**config.mk**
```make
export PLATFORM = sky130hd
export DESIGN_NAME = pwmx_top
export DESIGN_NICKNAME = d
export VERILOG_FILES = /design/src/rtl/pwmx_pkg.sv /design/src/rtl/pwmx_regs.sv /design/src/rtl/pwmx_chan.sv /design/src/rtl/pwmx_top.sv
export SDC_FILE = /design/constraint.sdc
export NUM_CORES = 2
export LEC_CHECK = 0
export BUFFER_PORTS_ARGS = -buffer_cell sky130_fd_sc_hd__buf_2
export CORE_MARGIN = 5
export CORE_UTILIZATION = 35
export DETAILED_ROUTE_END_ITERATION = 16
export PLACE_DENSITY = 0.62
export SYNTH_ARGS = -nofsm -noshare
export SYNTH_HDL_FRONTEND = slang
export SYNTH_SLANG_ARGS = --single-unit
```
**constraint.sdc**
```tcl
create_clock -name clk -period 5.35 [get_ports clk]
set_clock_uncertainty 0.05 [all_clocks]
set_input_delay 0.8025 -clock clk [delete_from_list [all_inputs] [get_ports clk]]
set_output_delay 0.8025 -clock clk [all_outputs]
set_load 0.05 [all_outputs]
```
**src/rtl/pwmx_pkg.sv**
```systemverilog
package pwmx_pkg;
  // register byte offsets
  localparam int CTRL_OFS  = 'h00;
  localparam int PRE_OFS   = 'h04;
  localparam int PER_BASE  = 'h08;
  localparam int DUTY_BASE = 'h0C;
  localparam int CH_STRIDE = 8;
  // control field positions, one 8-bit lane per field
  localparam int UPD_LSB   = 0;
  localparam int POL_LSB   = 8;
  localparam int DRV_LSB   = 16;
  localparam int MODE_LSB  = 24;
  localparam int PRE_SLOT  = 4;
  localparam int MAX_CH    = 8;
endpackage

```
**src/rtl/pwmx_regs.sv**
```systemverilog
module pwmx_regs
  import pwmx_pkg::*;
#(
  parameter int NUM_CH = 6,
  parameter int CNT_W  = 24,
  parameter int PRE_W  = 3,
  parameter int ADDR_W = 6,
  parameter int DATA_W = 32
) (
  input  logic                            clk,
  input  logic                            rst_n,
  input  logic [ADDR_W-1:0]               addr,
  input  logic                            wr_en,
  input  logic [DATA_W-1:0]               wr_data,
  output logic [DATA_W-1:0]               rd_data,
  output logic [NUM_CH-1:0][PRE_W-1:0]    stg_pre,
  output logic [NUM_CH-1:0][CNT_W-1:0]    stg_per,
  output logic [NUM_CH-1:0][CNT_W-1:0]    stg_duty,
  output logic [NUM_CH-1:0]               pol_norm,
  output logic [NUM_CH-1:0]               push_pull,
  output logic [NUM_CH-1:0]               smooth,
  output logic [NUM_CH-1:0]               strobe
);
  logic [NUM_CH-1:0] upd_q;
  logic              ctrl_wr;
  logic              unused_wdata;

  assign ctrl_wr      = wr_en && (addr == ADDR_W'(CTRL_OFS));
  assign unused_wdata = ^wr_data;

  always_ff @(posedge clk) begin
    if (!rst_n) begin
      upd_q     <= '0;
      pol_norm  <= '1;
      push_pull <= '1;
      smooth    <= '1;
      strobe    <= '0;
      stg_pre   <= '0;
      stg_per   <= '0;
      stg_duty  <= '0;
    end else begin
      strobe <= ctrl_wr ? (wr_data[UPD_LSB +: NUM_CH] & ~upd_q) : '0;
      if (ctrl_wr) begin
        upd_q     <= wr_data[UPD_LSB  +: NUM_CH];
        pol_norm  <= wr_data[POL_LSB  +: NUM_CH];
        push_pull <= wr_data[DRV_LSB  +: NUM_CH];
        smooth    <= wr_data[MODE_LSB +: NUM_CH];
      end
      for (int c = 0; c < NUM_CH; c++) begin
        if (wr_en && addr == ADDR_W'(PRE_OFS))
          stg_pre[c] <= wr_data[PRE_SLOT*c +: PRE_W];
        if (wr_en && addr == ADDR_W'(PER_BASE + CH_STRIDE*c))
          stg_per[c] <= wr_data[CNT_W-1:0];
        if (wr_en && addr == ADDR_W'(DUTY_BASE + CH_STRIDE*c))
          stg_duty[c] <= wr_data[CNT_W-1:0];
      end
    end
  end

  always_comb begin
    rd_data = '0;
    if (addr == ADDR_W'(CTRL_OFS)) begin
      rd_data[UPD_LSB  +: NUM_CH] = upd_q;
      rd_data[POL_LSB  +: NUM_CH] = pol_norm;
      rd_data[DRV_LSB  +: NUM_CH] = push_pull;
      rd_data[MODE_LSB +: NUM_CH] = smooth;
    end
    if (addr == ADDR_W'(PRE_OFS))
      for (int c = 0; c < NUM_CH; c++) rd_data[PRE_SLOT*c +: PRE_W] = stg_pre[c];
    for (int c = 0; c < NUM_CH; c++) begin
      if (addr == ADDR_W'(PER_BASE + CH_STRIDE*c))  rd_data[CNT_W-1:0] = stg_per[c];
      if (addr == ADDR_W'(DUTY_BASE + CH_STRIDE*c)) rd_data[CNT_W-1:0] = stg_duty[c];
    end
  end

  for (genvar g = 0; g < NUM_CH; g++) begin : g_chk
    // a strobe only follows a genuine 0-to-1 change of the update bit
    assert_strobe_rise_R3: assert property (@(posedge clk) disable iff (!rst_n)
      strobe[g] |-> (upd_q[g] && !$past(upd_q[g])));
  end
endmodule

```
**src/rtl/pwmx_chan.sv**
```systemverilog
module pwmx_chan #(
  parameter int CNT_W = 24,
  parameter int PRE_W = 3
) (
  input  logic             clk,
  input  logic             rst_n,
  input  logic             strobe,
  input  logic             smooth,
  input  logic             pol_norm,
  input  logic             push_pull,
  input  logic [PRE_W-1:0] stg_pre,
  input  logic [CNT_W-1:0] stg_per,
  input  logic [CNT_W-1:0] stg_duty,
  output logic             pwm,
  output logic             oe
);
  logic [PRE_W-1:0] a_pre, pre_cnt;
  logic [CNT_W-1:0] a_per, a_duty, per_cnt;
  logic             pending, tick, wrap, load_now, load_seam, active;

  assign tick      = (pre_cnt == a_pre);
  assign wrap      = tick && (({1'b0, per_cnt} + {{CNT_W{1'b0}}, 1'b1}) >= {1'b0, a_per});
  assign load_now  = strobe && !smooth;
  assign load_seam = wrap && (pending || (strobe && smooth));

  always_ff @(posedge clk) begin
    if (!rst_n) begin
      a_pre   <= '0;
      a_per   <= '0;
      a_duty  <= '0;
      pre_cnt <= '0;
      per_cnt <= '0;
      pending <= 1'b0;
    end else if (load_now) begin
      a_pre   <= stg_pre;
      a_per   <= stg_per;
      a_duty  <= stg_duty;
      pre_cnt <= '0;
      per_cnt <= '0;
      pending <= 1'b0;
    end else begin
      if (tick) begin
        pre_cnt <= '0;
        per_cnt <= wrap ? '0 : per_cnt + 1'b1;
      end else begin
        pre_cnt <= pre_cnt + 1'b1;
      end
      if (load_seam) begin
        a_pre   <= stg_pre;
        a_per   <= stg_per;
        a_duty  <= stg_duty;
        pending <= 1'b0;
      end else if (strobe) begin
        pending <= 1'b1;
      end
    end
  end

  assign active = (per_cnt < a_duty);
  assign pwm    = pol_norm ? active : !active;
  assign oe     = push_pull || !pwm;

  // counters never leave the active limits
  assert_cnt_bound_R4: assert property (@(posedge clk) disable iff (!rst_n)
    (a_per >= CNT_W'(2)) |-> (per_cnt < a_per));
  assert_pre_bound_R4: assert property (@(posedge clk) disable iff (!rst_n)
    pre_cnt <= a_pre);
  // settings hold without a strobe or a seam
  assert_hold_R3: assert property (@(posedge clk) disable iff (!rst_n)
    (!strobe && !wrap) |=> ($stable(a_pre) && $stable(a_per) && $stable(a_duty)));
  // immediate strobe restarts the period
  assert_restart_R6: assert property (@(posedge clk) disable iff (!rst_n)
    (strobe && !smooth) |=> (per_cnt == '0 && pre_cnt == '0));
  // a pending smooth update waits for the seam
  assert_defer_R7: assert property (@(posedge clk) disable iff (!rst_n)
    (pending && !wrap && !strobe) |=> pending);
endmodule

```
**src/rtl/pwmx_top.sv**
```systemverilog
module pwmx_top
  import pwmx_pkg::*;
#(
  parameter int NUM_CH = 6,
  parameter int CNT_W  = 24,
  parameter int PRE_W  = 3,
  parameter int ADDR_W = 6,
  parameter int DATA_W = 32
) (
  input  logic              clk,
  input  logic              rst_n,
  input  logic [ADDR_W-1:0] addr,
  input  logic              wr_en,
  input  logic [DATA_W-1:0] wr_data,
  output logic [DATA_W-1:0] rd_data,
  output logic [NUM_CH-1:0] pwm_out,
  output logic [NUM_CH-1:0] pwm_oe
);
  logic [NUM_CH-1:0][PRE_W-1:0] stg_pre;
  logic [NUM_CH-1:0][CNT_W-1:0] stg_per, stg_duty;
  logic [NUM_CH-1:0]            pol_norm, push_pull, smooth, strobe;

  pwmx_regs #(
    .NUM_CH(NUM_CH), .CNT_W(CNT_W), .PRE_W(PRE_W), .ADDR_W(ADDR_W), .DATA_W(DATA_W)
  ) u_regs (
    .clk(clk), .rst_n(rst_n), .addr(addr), .wr_en(wr_en), .wr_data(wr_data),
    .rd_data(rd_data), .stg_pre(stg_pre), .stg_per(stg_per), .stg_duty(stg_duty),
    .pol_norm(pol_norm), .push_pull(push_pull), .smooth(smooth), .strobe(strobe)
  );

  for (genvar g = 0; g < NUM_CH; g++) begin : g_ch
    pwmx_chan #(.CNT_W(CNT_W), .PRE_W(PRE_W)) u_chan (
      .clk(clk), .rst_n(rst_n), .strobe(strobe[g]), .smooth(smooth[g]),
      .pol_norm(pol_norm[g]), .push_pull(push_pull[g]),
      .stg_pre(stg_pre[g]), .stg_per(stg_per[g]), .stg_duty(stg_duty[g]),
      .pwm(pwm_out[g]), .oe(pwm_oe[g])
    );
  end
endmodule

```
Yosys cells after proc, flatten, opt, wreduce, memory -nomap -nowiden
Cells that the tools add are included.
- register bits after elaboration: 810
- word-level logic and storage cells: 275
- output and inout port bits: 44
- equality and inequality tests: 19
- add/sub/neg operators: 18
- order comparisons: 12
- reduce and logical (&&, ||, !) cells: 94
- muxes and demuxes: 70
- bitwise logic cells: 3
- operators with widths (cell ; number):
    $mux 24 ; 42
    $add 24x1->25 const B ; 6
    $ge 25x24->1 ; 6
    $add 24x1->24 const B ; 6
    $lt 24x24->1 ; 6
    $mux 3 ; 18
    $logic_and 1x1->1 ; 38
    $eq 6x6->1 const B ; 6
    $reduce_or 3->1 ; 12
    $eq 6x5->1 const B ; 4
    $mux 6 ; 4
    $add 3x1->3 const B ; 6
    $eq 3x3->1 ; 6
    $logic_not 1->1 ; 18
    $eq 6x4->1 const B ; 2
    $logic_or 1x1->1 ; 12
    $reduce_bool 2->1 ; 6
    $reduce_or 2->1 ; 6
    $and 6x6->6 ; 1
    $eq 6x3->1 const B ; 1
    $logic_not 6->1 ; 1
    $mux 1 ; 6
    $not 6->6 ; 1
    $reduce_and 2->1 ; 1
    $not 1->1 ; 1

Longest topological paths before layout
- depth after elaboration: 15
- gate-level depth with buffers: 20
- depth with buffers taken out: 17

Hierarchy
From an unflattened synthesis, not the netlist that was laid out.
- cells, all modules: 5442
- area, all modules: 44615.3 um2
- modules (own cells, without submodules) (module ; instances ; seq. area each (um2) ; area an instance (um2) ; cells an instance):
    pwmx_chan at g_ch[1].u_chan ... ; 4 ; 1581.5 ; 4860.9 ; 586
    pwmx_regs ; 1 ; 6726.5 ; 15504.9 ; 1928
    pwmx_chan at g_ch[0].u_chan ; 1 ; 1581.5 ; 4848.4 ; 584
    pwmx_chan at g_ch[5].u_chan ; 1 ; 1581.5 ; 4818.4 ; 586

Worst setup path after synthesis
No wires, ideal clock.
- kind: input-to-output
- start: input port addr[1]
- end: output port rd_data[5]
- slack: 0.972 ns
- stages: 9
- required time: 4.498 ns
- buffers on the path: 1
- data arrival time: 3.526 ns
- cells stage by stage: or4b_2 nor2_1 clkbuf_1 a22oi_1 nand2_1 a2111oi_0 a21oi_1 a21oi_1 o21ai_0
- longest elaborated chain between the ends: 15
- RTL lines (what ; line ; text):
    from (decl) ; pwmx_top.sv:12 ; input logic [ADDR_W-1:0] addr,
    $logic_not 6->1 ; pwmx_regs.sv:62 ; if (addr == ADDR_W'(CTRL_OFS)) begin
    $mux 6 ; pwmx_regs.sv:62 ;
    $mux 3 ; pwmx_regs.sv:68 ; if (addr == ADDR_W'(PRE_OFS))
    $mux 24 ; pwmx_regs.sv:71 ; if (addr == ADDR_W'(PER_BASE + CH_STRIDE*c)) rd_data[CNT_W-1:0] = stg_per[c];
    $mux 24 ; pwmx_regs.sv:72 ; if (addr == ADDR_W'(DUTY_BASE + CH_STRIDE*c)) rd_data[CNT_W-1:0] = stg_duty[c];
    $mux 24 ; pwmx_regs.sv:71 ;
    $mux 24 ; pwmx_regs.sv:72 ;
    $mux 24 ; pwmx_regs.sv:71 ;
    $mux 24 ; pwmx_regs.sv:72 ;
    $mux 24 ; pwmx_regs.sv:71 ;
    $mux 24 ; pwmx_regs.sv:72 ;
    $mux 24 ; pwmx_regs.sv:71 ;
    $mux 24 ; pwmx_regs.sv:72 ;
    $mux 24 ; pwmx_regs.sv:71 ;
    $mux 24 * ; pwmx_regs.sv:72 ;
    to (decl) ; pwmx_top.sv:15 ; output logic [DATA_W-1:0] rd_data,
Mark *: on every way between the ends. The rest lies on a longest branch, timed or not.

Final worst setup path
- start: register g_ch[0].u_chan.per_cnt[2]
- end: register g_ch[0].u_chan.a_duty[10]
- longest elaborated chain between the ends: 5
- RTL lines (what ; line ; text):
    from (decl) ; pwmx_chan.sv:18 ; logic [CNT_W-1:0] a_per, a_duty, per_cnt;
    from (signal assigned) ; pwmx_chan.sv:44 ; per_cnt <= wrap ? '0 : per_cnt + 1'b1;
    $add 24x1->25 ; pwmx_chan.sv:22 ; assign wrap = tick && (({1'b0, per_cnt} + {{CNT_W{1'b0}}, 1'b1}) >= {1'b0, a_per});
    $ge 25x24->1 ; pwmx_chan.sv:22 ;
    $logic_and 1x1->1 ; pwmx_chan.sv:22 ;
    $logic_and 1x1->1 ; pwmx_chan.sv:24 ; assign load_seam = wrap && (pending || (strobe && smooth));
    $reduce_bool 2->1 (no line) ; -- ;
    to (signal assigned) ; pwmx_chan.sv:37 ; a_duty <= stg_duty;
    to (signal assigned) ; pwmx_chan.sv:51 ; a_duty <= stg_duty;
    to (decl) ; pwmx_chan.sv:18 ;
Every way passes these cells.
A chain may end at the register's enable or synchronous reset.

==> flow_summary.toml <==
[status]
status = "finished clean"

[cts]
cts.path.max_buffers = 3
cts_tree = "yes"
cts_root_buf = "clkbuf_16"
htreeDepth = 3
cts_buffers = 90
clk-insertion-delay-late_ps = 680
path_clk_slew_ps = 70
cts_sinks = 810

[placement]
post_dp_cell_area_mm2 = 0.0439
dp_hpwl_mm = 101
gp_congestion = 0.932
io_buffer_count = 80

[timing]
slew_viol_final = 0
grt_setup_unrepaired = "false"
finalSetupTns_ps = 0
worst_slew_pin_slew_ps = 1210
fin_crit_sh_pct = 92.8
holdWs_ps = 327
fin_crit_ps = 4970
fmax_mhz = 201
hold_viol_final = 0
slew_headroom_pct = 19.3
setup_viol = 0

[cells_and_area]
fin_nets = 5469
final_area_mm2 = 0.0469
drive_above_1_share_pct = 6.38
final_util_pct = 39.1
area_growth_pct = 11.0

[route]
drc = 0
wirelength_mm = 138
wl_per_cell_um = 20.3
vias_per_cell = 5.26
firstDrtPassIters = 8
drt_iter0_drc = 4125
via_count = 35900
drtAntennaViolNets = 0

[critical_path]
slowest_stage = "or4b_1"
cp_max_fo = 18
slowest_delay_ps = 620
cp_cell_sequence = "nand4_1 > or4b_1 > nor4_2 > nand3_1 > nor2_1 > xor2_1 > ha_1 > nand4_1 > nor4_2 > o21a_1 > a211oi_1 > a2111oi_4 > o21ai_2 > o2bb2ai_4 > buf_4 > mux2i_1"
end_kind = "register"
start_kind = "register"
critPathKind = "reg2reg"
arrival_ps = 5500
critPathRequiredTime_ps = 5880

[yosys]
synth_edf_count = 0
ys_ff_latch = 810
mappedNetlistArea_mm2 = 0.0423
yosys_warnings = 0
async_flop_share_pct = 0
syn_area_per_cell_um2 = 8.09
ys.flop_type = "dfxtp_1"
synth.distinct_cells = 81
seq_area_frac_synth_pct = 38.4
syn_inst = 5227

[floorplanning]
die_area_mm2 = 0.128
initial_core_util_pct = 35.2
row_count = 127
die_x_um = 358
dieHeight_um = 358
core_region_area_mm2 = 0.120
ios = 85

[global_route]
grt_pass1_vias = 33800
grt_use_total_pct = 21.0
grt_overflow = 0
grt_max_degree = 220
antenna_found_initial = 17
grt_pass1_wl_mm = 208

[power]
vdd_drop_max_v = 0.000198
leakage_nw = 18.0
p_per_area_mw_per_mm2 = 273

[worst_hold_path]
hold_class = "in2reg"

[run]
cap_violations = 0
==> where the power goes <==
group	total, W	leakage (nW)	switching [W]	internal (W)
registers	0.00606	6.52	0.0000141	0.00604
logic	0.000389	10.0	0.000304	0.0000851
clock network	0.00639	1.46	0.00267	0.00371
==> flip-flops by register name (all words and copies together) (netlist names) <==
signal / flops
g_ch.u_chan.a_duty: 144
g_ch.u_chan.a_per: 144
g_ch.u_chan.a_pre: 18
g_ch.u_chan.pending: 6
g_ch.u_chan.per_cnt: 144
g_ch.u_chan.pre_cnt: 18
u_regs.pol_norm: 6
u_regs.push_pull: 6
u_regs.smooth: 6
u_regs.stg_duty: 144
u_regs.stg_per: 144
u_regs.stg_pre: 18
u_regs.strobe: 6
u_regs.upd_q: 6
==> what timing repair did <==
item | in CTS | in global routing
hold buffers | 0 | 0
setup buffers | 0 | 2
setup endpoints to repair | 0 | 18
endpoints found under the hold margin | 0 | 0
gates resized for setup | 0 | 1
==> area by class of cell <==
type | instances | area [um2]
clock inverter | 35 | 422
fill | 12200 | 73100
sequential | 810 | 16200
tap | 1612 | 2020
clock buffer | 127 | 2580
antenna | 6 | 15.0
inverter | 321 | 1200
multi-input combinational | 3761 | 23400
timing repair buffer | 150 | 1040
==> kinds of logic after synthesis <==
| kind of cell | count (synthesis) | share of synthesized area (%) |
|---|---|---|
| AOI/OAI and AO/OA | 978 | 15.8 |
| xor gates and xnor gates | 256 | 5.30 |
| adders and majority gates | 294 | 8.70 |
| buffers and inverters | 658 | 6.53 |
| DFF | 810 | 38.4 |
| muxes | 167 | 3.96 |
| other | 1 | 0.00887 |
| and+or+nand+nor | 2063 | 21.3 |
==> per-layer routing <==
layer / vias to the layer above / routed length [um] / global-route usage, % / part of all wire (%)
li1: 17500 / - / - / -
met4: 12 / 7120 / 9.84 / 5.1
met2: 1170 / 58100 / 31.3 / 42
met1: 16900 / 61000 / 29.0 / 44
met3: 307 / 12200 / 4.50 / 8.8
met5: - / 82 / 0 / 0.059
==> critical path: cells and delay by family, from the launching register on <==
family / cells / cell delay, ps
AO/OA/AOI/OAI: 5 / 1330
adder cells (fa/ha/maj): 1 / 260
XOR/XNOR: 1 / 180
multiplexers: 1 / 240
buffers and inverters: 1 / 400
flip-flops: 1 / 480
AND/OR/NAND/NOR: 7 / 1900
==> cells in the final DEF, fill, tap and decap left out, drive strengths merged, types with 74 or more instances in the layout <==
master,count
nand2,1179
dfxtp,810
inv,325
a21boi,309
ha,294
nor2,281
nand3,272
o21ai,228
mux2i,165
xnor2,153
buf,150
clkbuf,127
a21oi,124
xor2,103
nand4,74
==> stage by stage <==
| stage | instances | power (W) | worst slack, ps |
|---|---|---|---|
| after floorplan | 5228 | 0.00641 | 972 |
| after global placement | 6651 | 0.00656 | 281 |
| after detailed placement | 6651 | 0.00657 | 272 |
| after CTS | 6813 | 0.0129 | 238 |
| after global routing | 6816 | 0.0132 | 67.3 |
| final | 6822 | 0.0128 | 385 |
==> synthesized netlist by cell type, drive strengths merged (6+ instances only) <==
master	count	area [um2]
and2	16	100
mux2i	165	1650
a22o	24	210
a22oi	39	293
nor2	281	1060
xnor2	153	1340
xor2	103	902
nand3	272	1370
nor2b	64	400
nand2	1179	4430
or4	6	45.0
or3	20	126
nand4	74	463
clkbuf	241	906
o21ai	228	1140
dlygate4sd3	12	120
a222oi	41	410
a21boi	309	2320
and3	35	219
a221o	6	60.1
a21oi	124	621
and4	15	131
nor4	20	153
inv	321	1200
a211oi	23	173
buf	83	518
a21o	56	420
nor3	40	230
a221oi	14	123
o22ai	15	93.8
nand3b	9	67.6
a31oi	24	150
ha	294	3680
a211o	7	61.3
o22a	20	175
nand2b	19	119
o211ai	9	67.6
dfxtp	810	16200
==> final timing paths <==
check	cells after the start	startpoint	slack, ps	to
max	16	g_ch[0].u_chan.per_cnt[2]	380	g_ch[0].u_chan.a_duty[10]
min	3	wr_data[28]	330	u_regs.smooth[4]
max reg2reg	16	g_ch[0].u_chan.per_cnt[2]	380	g_ch[0].u_chan.a_duty[10]
min reg2reg	2	u_regs.stg_per[16]	410	g_ch[0].u_chan.a_per[16]
No activity file was read; power rests on OpenSTA's default activity.
